===== src/rtl/rev_latch_pkg.sv =====
package rev_latch_pkg;
  localparam int unsigned NETS_PER_CELL = 3;
  localparam int unsigned CELL_COUNT    = 2;
  localparam int unsigned NET_COUNT     = NETS_PER_CELL * CELL_COUNT;
  localparam int unsigned SEL_W         = $clog2(NET_COUNT);

  typedef enum logic [1:0] {
    MODE_NORMAL = 2'd0,
    MODE_ONES   = 2'd1,
    MODE_ZEROS  = 2'd2,
    MODE_BAD    = 2'd3
  } mode_e;

  typedef struct packed {
    logic r;
    logic q;
    logic p;
  } triple_t;

  // controlled swap: control of 1 exchanges the two data lines
  function automatic triple_t cswap(input logic a, input logic b, input logic c);
    triple_t t;
    t.p = a;
    t.q = a ? c : b;
    t.r = a ? b : c;
    return t;
  endfunction

  function automatic mode_e decode_mode(input logic c1, input logic c2);
    case ({c1, c2})
      2'b01:   return MODE_NORMAL;
      2'b11:   return MODE_ONES;
      2'b00:   return MODE_ZEROS;
      default: return MODE_BAD;
    endcase
  endfunction

  function automatic logic mode_is_test(input mode_e m);
    return (m == MODE_ONES) || (m == MODE_ZEROS);
  endfunction
endpackage


===== src/rtl/cswap_cell.sv =====
module cswap_cell
  import rev_latch_pkg::*;
(
  input  logic a,
  input  logic b,
  input  logic c,
  output logic [NETS_PER_CELL-1:0] y
);
  triple_t t;
  always_comb t = cswap(a, b, c);
  assign y = {t.r, t.q, t.p};
endmodule


===== src/rtl/net_fault_tap.sv =====
module net_fault_tap #(
  parameter bit HOOK = 1'b1
) (
  input  logic net_in,
  input  logic hit,
  input  logic stuck,
  output logic net_out
);
  generate
    if (HOOK) begin : g_hook
      assign net_out = hit ? stuck : net_in;
    end else begin : g_pass
      logic unused_tie;
      assign unused_tie = hit ^ stuck;
      assign net_out    = net_in;
    end
  endgenerate
endmodule


===== src/rtl/latch_mode_decode.sv =====
module latch_mode_decode
  import rev_latch_pkg::*;
(
  input  logic  c1,
  input  logic  c2,
  output mode_e mode,
  output logic  test_active,
  output logic  test_level,
  output logic  bad
);
  always_comb begin
    mode        = decode_mode(c1, c2);
    test_active = mode_is_test(mode);
    test_level  = (mode == MODE_ONES);
    bad         = (mode == MODE_BAD);
  end
endmodule


===== src/rtl/rev_test_dlatch.sv =====
module rev_test_dlatch
  import rev_latch_pkg::*;
#(
  parameter bit NEG_ENABLE = 1'b0,
  parameter bit FAULT_HOOK = 1'b1
) (
  input  logic                 clk,
  input  logic                 rst_n,
  input  logic                 d,
  input  logic                 en,
  input  logic                 c1,
  input  logic                 c2,
  input  logic                 fault_en,
  input  logic [SEL_W-1:0]     fault_sel,
  input  logic                 fault_val,
  output logic                 q,
  output logic [NET_COUNT-1:0] gate_out,
  output logic                 test_fail,
  output logic                 mode_error
);
  logic                     state_q;
  logic [NETS_PER_CELL-1:0] g1_raw, g1_f, g2_raw, g2_f;
  logic                     next_state;
  mode_e                    mode_now, mode_q;
  logic                     test_active, test_level, bad_pair;
  logic                     settled;
  logic [NET_COUNT-1:0]     mismatch;

  // cell 1: control = enable, data = (stored state, d)
  cswap_cell u_cell1 (.a(en), .b(state_q), .c(d), .y(g1_raw));

  for (genvar i = 0; i < NETS_PER_CELL; i++) begin : g_tap1
    net_fault_tap #(.HOOK(FAULT_HOOK)) u_tap (
      .net_in (g1_raw[i]),
      .hit    (fault_en && (fault_sel == SEL_W'(i))),
      .stuck  (fault_val),
      .net_out(g1_f[i])
    );
  end

  generate
    if (NEG_ENABLE) begin : g_neg
      assign next_state = g1_f[2];
    end else begin : g_pos
      assign next_state = g1_f[1];
    end
  endgenerate

  // cell 2: fan-out copy of the next state, controls break the loop in test
  cswap_cell u_cell2 (.a(next_state), .b(c1), .c(c2), .y(g2_raw));

  for (genvar i = 0; i < NETS_PER_CELL; i++) begin : g_tap2
    net_fault_tap #(.HOOK(FAULT_HOOK)) u_tap (
      .net_in (g2_raw[i]),
      .hit    (fault_en && (fault_sel == SEL_W'(i + NETS_PER_CELL))),
      .stuck  (fault_val),
      .net_out(g2_f[i])
    );
  end

  latch_mode_decode u_mode (
    .c1(c1), .c2(c2), .mode(mode_now),
    .test_active(test_active), .test_level(test_level), .bad(bad_pair)
  );

  always_ff @(posedge clk or negedge rst_n) begin
    if (!rst_n) begin
      state_q <= 1'b0;
      mode_q  <= MODE_NORMAL;
    end else begin
      state_q <= g2_f[1];
      mode_q  <= mode_now;
    end
  end

  assign gate_out   = {g2_f, g1_f};
  assign q          = g2_f[0];
  assign settled    = test_active && (mode_now == mode_q);
  assign mismatch   = gate_out ^ {NET_COUNT{test_level}};
  assign test_fail  = settled && (|mismatch);
  assign mode_error = bad_pair;
endmodule


===== config.mk =====
export PLATFORM = sky130hd
export DESIGN_NAME = rev_test_dlatch
export DESIGN_NICKNAME = d
export VERILOG_FILES = /design/src/rtl/rev_latch_pkg.sv /design/src/rtl/cswap_cell.sv /design/src/rtl/net_fault_tap.sv /design/src/rtl/latch_mode_decode.sv /design/src/rtl/rev_test_dlatch.sv
export SDC_FILE = /design/constraint.sdc
export NUM_CORES = 1
export LEC_CHECK = 0
export ABC_AREA = 1
export ABC_CLOCK_PERIOD_IN_PS = 2200
export BUFFER_PORTS_ARGS = -buffer_cell sky130_fd_sc_hd__buf_2
export CORE_AREA = 3 3 40 42
export CTS_BUF_LIST = sky130_fd_sc_hd__clkbuf_2
export DETAILED_ROUTE_END_ITERATION = 7
export DIE_AREA = 0 0 43 45
export PLACE_DENSITY = 0.76
export SLEW_MARGIN = 20
export SYNTH_ARGS = -nofsm -noshare
export SYNTH_HDL_FRONTEND = slang
export SYNTH_SLANG_ARGS = --single-unit

===== constraint.sdc =====
create_clock -name clk -period 2.2 [get_ports clk]
set_input_delay 0.44 -clock clk [delete_from_list [all_inputs] [get_ports clk]]
set_output_delay 0.44 -clock clk [all_outputs]
set_load 0.01 [all_outputs]

==> reports/qor.csv, run 1 <==
metric,value,unit
status,"complete, no violations",
Least-Margin Pin Slew,0.264,ns
CP top delay family,simple AND/OR/NAND/NOR gates,
"Cell Area, Synth",542,sq um
Inserted Diodes,0,
Final HPWL DP,975,um
post-layout min period,2.04,ns
CP required,1.76,ns
Static Leak,0.395,nW
"Distinct cells, synth",18,
Max Cap Viol,0,
CP max stage cell,ha_1,
core footprint,1280,sq um
largest net degree at the start of global routing,9,
Die Wd,43,um
top cell type's share of synthesized area,18.0,%
setup TNS,0,ns
post-synthesis sequential area ratio,13.9,%
First-pass DRT Iterations,2,
number of vias per cell,4.67,
Clock Tree Buf Depth,2,
Setup CP Type,input port to output port,
fin. max-slew vios,0,
startpoint types,input port,
global-route wire length before repair,1.93,mm
power density over the cells,417,nW/um^2
CTS sink count,3,
CP Buf/Inv Count,3,
DIE AREA,1940,sq um
clk root buf,clkbuf_2,
synth top area cells,"nand2_1 (18%), dfrtp_1 (14%), nand3_1 (10%)",
Final ANT Viol Nets,0,
post-cts resize count,0,
"Core Util, Final",49.9,%
H-tree levels,1,
cts hold-fix bufs,0,
initial antenna violation count,0,
initial core utilization,42.2,%
detailed router's first-iteration violation count,5,
Post-Synth Adder-Cell Area,9.24,%
syn avg cell area,6.16,sq um
f_max,489,MHz
DRC violations left,0,
clock skew,0,ns
final setup fails,0,
worst hold path type,input port to async pin,
GPL Wtd Cong,0.803,
die height,45,um
XOR/XNOR Fraction of Synth Area,1.62,%
Post-Syn Nets,103,
CTS Buf Count,3,
mux cell area share after synthesis,0,%
main combinational cell family by area after synthesis,simple AND/OR/NAND/NOR gates,
IO Count,20,
GR Overflow Total,0,
Setup crit end kind,output port,
Clock transition at path regs,0.04,ns
Yosys top cell by area,nand2_1,
crit path max fanout,7,
vias in the first global route,497,
Layout area overhead,18.2,%
WL final,1.15,mm
Synth warnings,0,
"Critical Path, Cell by Cell",buf_2 > inv_1 > ha_1 > nor2_1 > xnor2_1 > nor4_1 > nand2_1 > nor2_1 > buf_2,
CTS tree,yes,
Final Hold Fails,0,
vias,565,
post-synthesis simple-gate area fraction,57.0,%
WL per Instance,9.53,um
post-synthesis compound-gate area fraction,0.924,%
GRT Util Overall,13.4,%
Critical Path Max Stage Delay,0.20,ns
# rows,13,
"Setup Fix Bufs, Post-CTS",0,
maximum VDD drop,0.000260,V
final worst path period share,92.9,%
RSZ-0062 raised after global routing,no,
Worst Path Arrival,1.60,ns
layout cell share with drive strength beyond 1,32.1,%
worst skew pair latency,0.21,ns
Mapped Cells,88,
Nets,122,
Slew HR,82.2,%
PortBufs,19,
Yosys reg bits,3,
cells in the final DEF, fill, tap and decap left out, types with 2 or more instances in the layout:
master / netlist / layout
nor2_1: 11 / 11
nand3_1: 11 / 11
nand2_4: 2 / 2
inv_1: 12 / 12
ha_1: 4 / 4
nand2_2: 4 / 4
nand2_1: 26 / 26
dfrtp_1: 3 / 3
clkbuf_2: 0 / 4
buf_2: 0 / 19
cells in the mapped netlist, drive strengths merged:
| cell | n |
|---|---|
| nand2 | 32 |
| inv | 13 |
| nor2 | 13 |
| nand3 | 12 |
| buf | 6 |
| ha | 4 |
| dfrtp | 3 |
| a21oi | 1 |
| nand4 | 1 |
| nor4 | 1 |
| or2 | 1 |
| xnor2 | 1 |
path summary, 6_finish.rpt:
kind | cells past startpoint | slack, ns | end | startpoint
max | 9 | 0.16 | test_fail | c2
min | 2 | 0.56 | mode_q[1] | rst_n
max reg2reg | 8 | 1.17 | state_q | state_q
min reg2reg | 7 | 0.88 | state_q | state_q
max in group asynchronous | 2 | 1.53 | state_q | rst_n
min in group clk | 3 | 0.59 | state_q | fault_val
registers in the layout, indices dropped and copies added, names as in the netlist:
| name | count |
|---|---|
| state_q | 1 |
| mode_q | 2 |
routing by layer:
layer	up-vias	global-route usage [%]	wire [um]
met5	-	0	0
met2	17	24.3	583
li1	300	-	-
met3	3	1.59	70
met4	0	7.23	25
met1	245	15.3	473
power by group:
group | leakage, nW | total (mW) | internal (mW) | switching, mW
logic | 0.342 | 0.125 | 0.0482 | 0.0772
registers | 0.0360 | 0.0632 | 0.0607 | 0.00251
clock network | 0.0166 | 0.0784 | 0.0479 | 0.0305
total | 0.395 | 0.267 | 0.157 | 0.110
final cells by class:
class                           instances  area [sq um]
Inverter                               13          48.8
Fill cell                             141           644
Tap cell                               15          18.8
Clock buffer                            4          20.0
Timing Repair Buffer                   20           105
Multi-Input combinational cell         66           373
Sequential cell                         3          75.1
cells by family (layout without fill, tap and decap cells):
| kind of cell | count (synthesis) | count (layout) |
|---|---|---|
| buf+inv | 19 | 37 |
| simple gates | 60 | 60 |
| fa+ha+maj | 4 | 4 |
| flops | 3 | 3 |
| xor+xnor | 1 | 1 |
| compound gates | 1 | 1 |
per-stage QoR:
step	hold slack [ns]	power, mW	worst slack, ns	cells	instance area [sq um]
6_report	0.563	0.267	0.155	121	641
5_1_grt	0.562	0.292	0.00155	121	641
4_1_cts	0.00326	0.272	0.137	120	631
3_5_place_dp	0.239	0.189	0.143	116	611
3_3_place_gp	0.240	0.185	0.152	116	611
2_1_floorplan	0.144	0.159	0.436	88	542
Note: power is estimated with default switching activity, not from simulation.
==> inputs of run 2 (changes only) <==
Settings changed: CELL_PAD_IN_SITES_DETAIL_PLACEMENT set to 0, CELL_PAD_IN_SITES_GLOBAL_PLACEMENT set to 1, CORE_AREA 3 3 40 42 to not set, CORE_MARGIN set to 3, CORE_UTILIZATION set to 35, DIE_AREA 0 0 43 45 to not set, PLACE_DENSITY 0.76 to 0.92.
==> run 2 against run 1 <==
  * Via count down 2.7%
  * Count of clock-buffer cells in the layout unchanged
  * First-iteration DRC count up 140%
  * Fmax up 1.9%
  * Non-clock buffer count unchanged
  * Combinational power about the same
  * Sequential power about the same
  * Utilization down 3.1 points
  * Setup slack better by 0.038 ns
  * Hold slack worse by 0.53 ns
==> reports/qor.csv, run 2 (same netlist as run 1, synthesis figures left out) <==
metric,value,unit
post-layout min period,2.01,ns
detailed router's first-iteration violation count,12,
post-cts resize count,0,
Layout area overhead,19.4,%
Max Cap Viol,0,
f_max,498,MHz
number of vias per cell,4.55,
vias,550,
Nets,122,
initial core utilization,39.2,%
DRC violations left,0,
GPL Wtd Cong,0.731,
Setup crit end kind,output port,
crit path max fanout,6,
final worst path period share,91.2,%
core footprint,1380,sq um
Clock transition at path regs,0.04,ns
Non-Filler Instances,121,
largest net degree at the start of global routing,9,
vias in the first global route,464,
clk root buf,clkbuf_2,
"Setup Fix Bufs, Post-CTS",0,
maximum VDD drop,0.000241,V
register area,75.1,sq um
die height,45.3,um
Slew HR,84.7,%
Final HPWL DP,925,um
First-pass DRT Iterations,4,
CTS sink count,3,
Die Wd,45.3,um
Fillers,144,
Biggest register,mode_q,
Final Hold Fails,0,
GRT Util Overall,12.0,%
RSZ-0062 raised after global routing,no,
Least-Margin Pin Slew,0.227,ns
GR Overflow Total,0,
Static Leak,0.397,nW
power density over the cells,409,nW/um^2
Setup CP Type,input port to output port,
initial antenna violation count,0,
Worst Path Arrival,1.57,ns
worst skew pair latency,0.19,ns
cts hold-fix bufs,0,
status,"complete, no violations",
Critical Path Source,fault_sel[1],
worst r2r src,state_q,
most frequent cells in the layout,"nand2_1 (26), buf_2 (19), inv_1 (12), nand3_1 (11), nor2_1 (10)",
fin. max-slew vios,0,
startpoint types,input port,
CTS tree,yes,
Clock Tree Buf Depth,2,
"Core Util, Final",46.8,%
Regs by FF count,"mode_q x2, state_q x1",
CTS Buf Count,3,
Inst Count DP,117,
worst hold path type,input port to async pin,
setup TNS,0,ns
layout cell share with drive strength beyond 1,34.9,%
DIE AREA,2060,sq um
"most common cell after layout, fill and taps aside",nand2_1,
WL per Instance,8.97,um
multi-input combinational cell area,382,sq um
PortBufs,19,
H-tree levels,1,
global-route wire length before repair,1.83,mm
clock skew,0,ns
# rows,13,
Final ANT Viol Nets,0,
IO Count,20,
CP required,1.76,ns
Inserted Diodes,0,
WL final,1.09,mm
final setup fails,0,
max FFs per register,2,
[run 2: cell count changes in the layout (fill, tap and decap cells not counted)]
cell	previous run	this run
nor2_2	0	1
nor2_1	11	10
nor4_2	0	1
buf_4	0	1
nor4_1	1	0
dlygate4sd3_1	1	0
[run 2: cell type report]
class	instances	area share [%]
multi-input cells	66	59.0
repair buffers	20	15.9
flip-flops and latches	3	11.6
inverters	13	7.54
clock buffers	4	3.09
well taps	15	2.90
[run 2: per-layer routing]
layer  global-route usage, %  vias up  share of wire [%]  wire [um]
met5                       0        -                  0          0
met4                    5.26        0                  0          0
met3                    1.99        0                7.4         80
met2                    19.5       14                 48        518
met1                    15.3      236                 45        485
li1                        -      300                  -          -
[run 2: stage by stage]
| step | hold slack [ns] | total power [mW] | cell area (sq um) | setup slack [ns] |
|---|---|---|---|---|
| 3_5_place_dp | 0.238 | 0.189 | 618 | 0.124 |
| 5_1_grt | 0.00797 | 0.291 | 647 | 0.0177 |
| 3_3_place_gp | 0.235 | 0.188 | 618 | 0.138 |
| 4_1_cts | 0.0129 | 0.268 | 638 | 0.114 |
| 6_report | 0.0305 | 0.264 | 647 | 0.193 |
| 2_1_floorplan | 0.144 | 0.159 | 542 | 0.436 |
[run 2: worst max-delay path: stages]
cell	delay [ns]
buf_2	0.13
nor2_4	0.18
nand2_2	0.09
nand2_4	0.08
nand2_4	0.07
nand2_2	0.06
nand2_1	0.05
nand2_1	0.06
nand2_2	0.07
nand2_1	0.07
nor2_1	0.04
nor2_1	0.09
buf_2	0.13
[run 2: path summary, 6_finish.rpt]
kind / endpoint / slack, ns / cells after the start
max in group asynchronous: mode_q[1] / 2.06 / 1
hold / removal: mode_q[0] / 0.03 / 1
setup / recovery: test_fail / 0.19 / 13
setup reg to reg: state_q / 1.16 / 8
min in group clk: state_q / 0.60 / 3
hold reg to reg: state_q / 0.88 / 7
[run 2: power by group]
group          total [mW]  switching (mW)  internal, mW  leakage [nW]
Combinational       0.127          0.0779        0.0493         0.344
Sequential         0.0631         0.00235        0.0608        0.0360
Clock              0.0740          0.0260        0.0480        0.0166
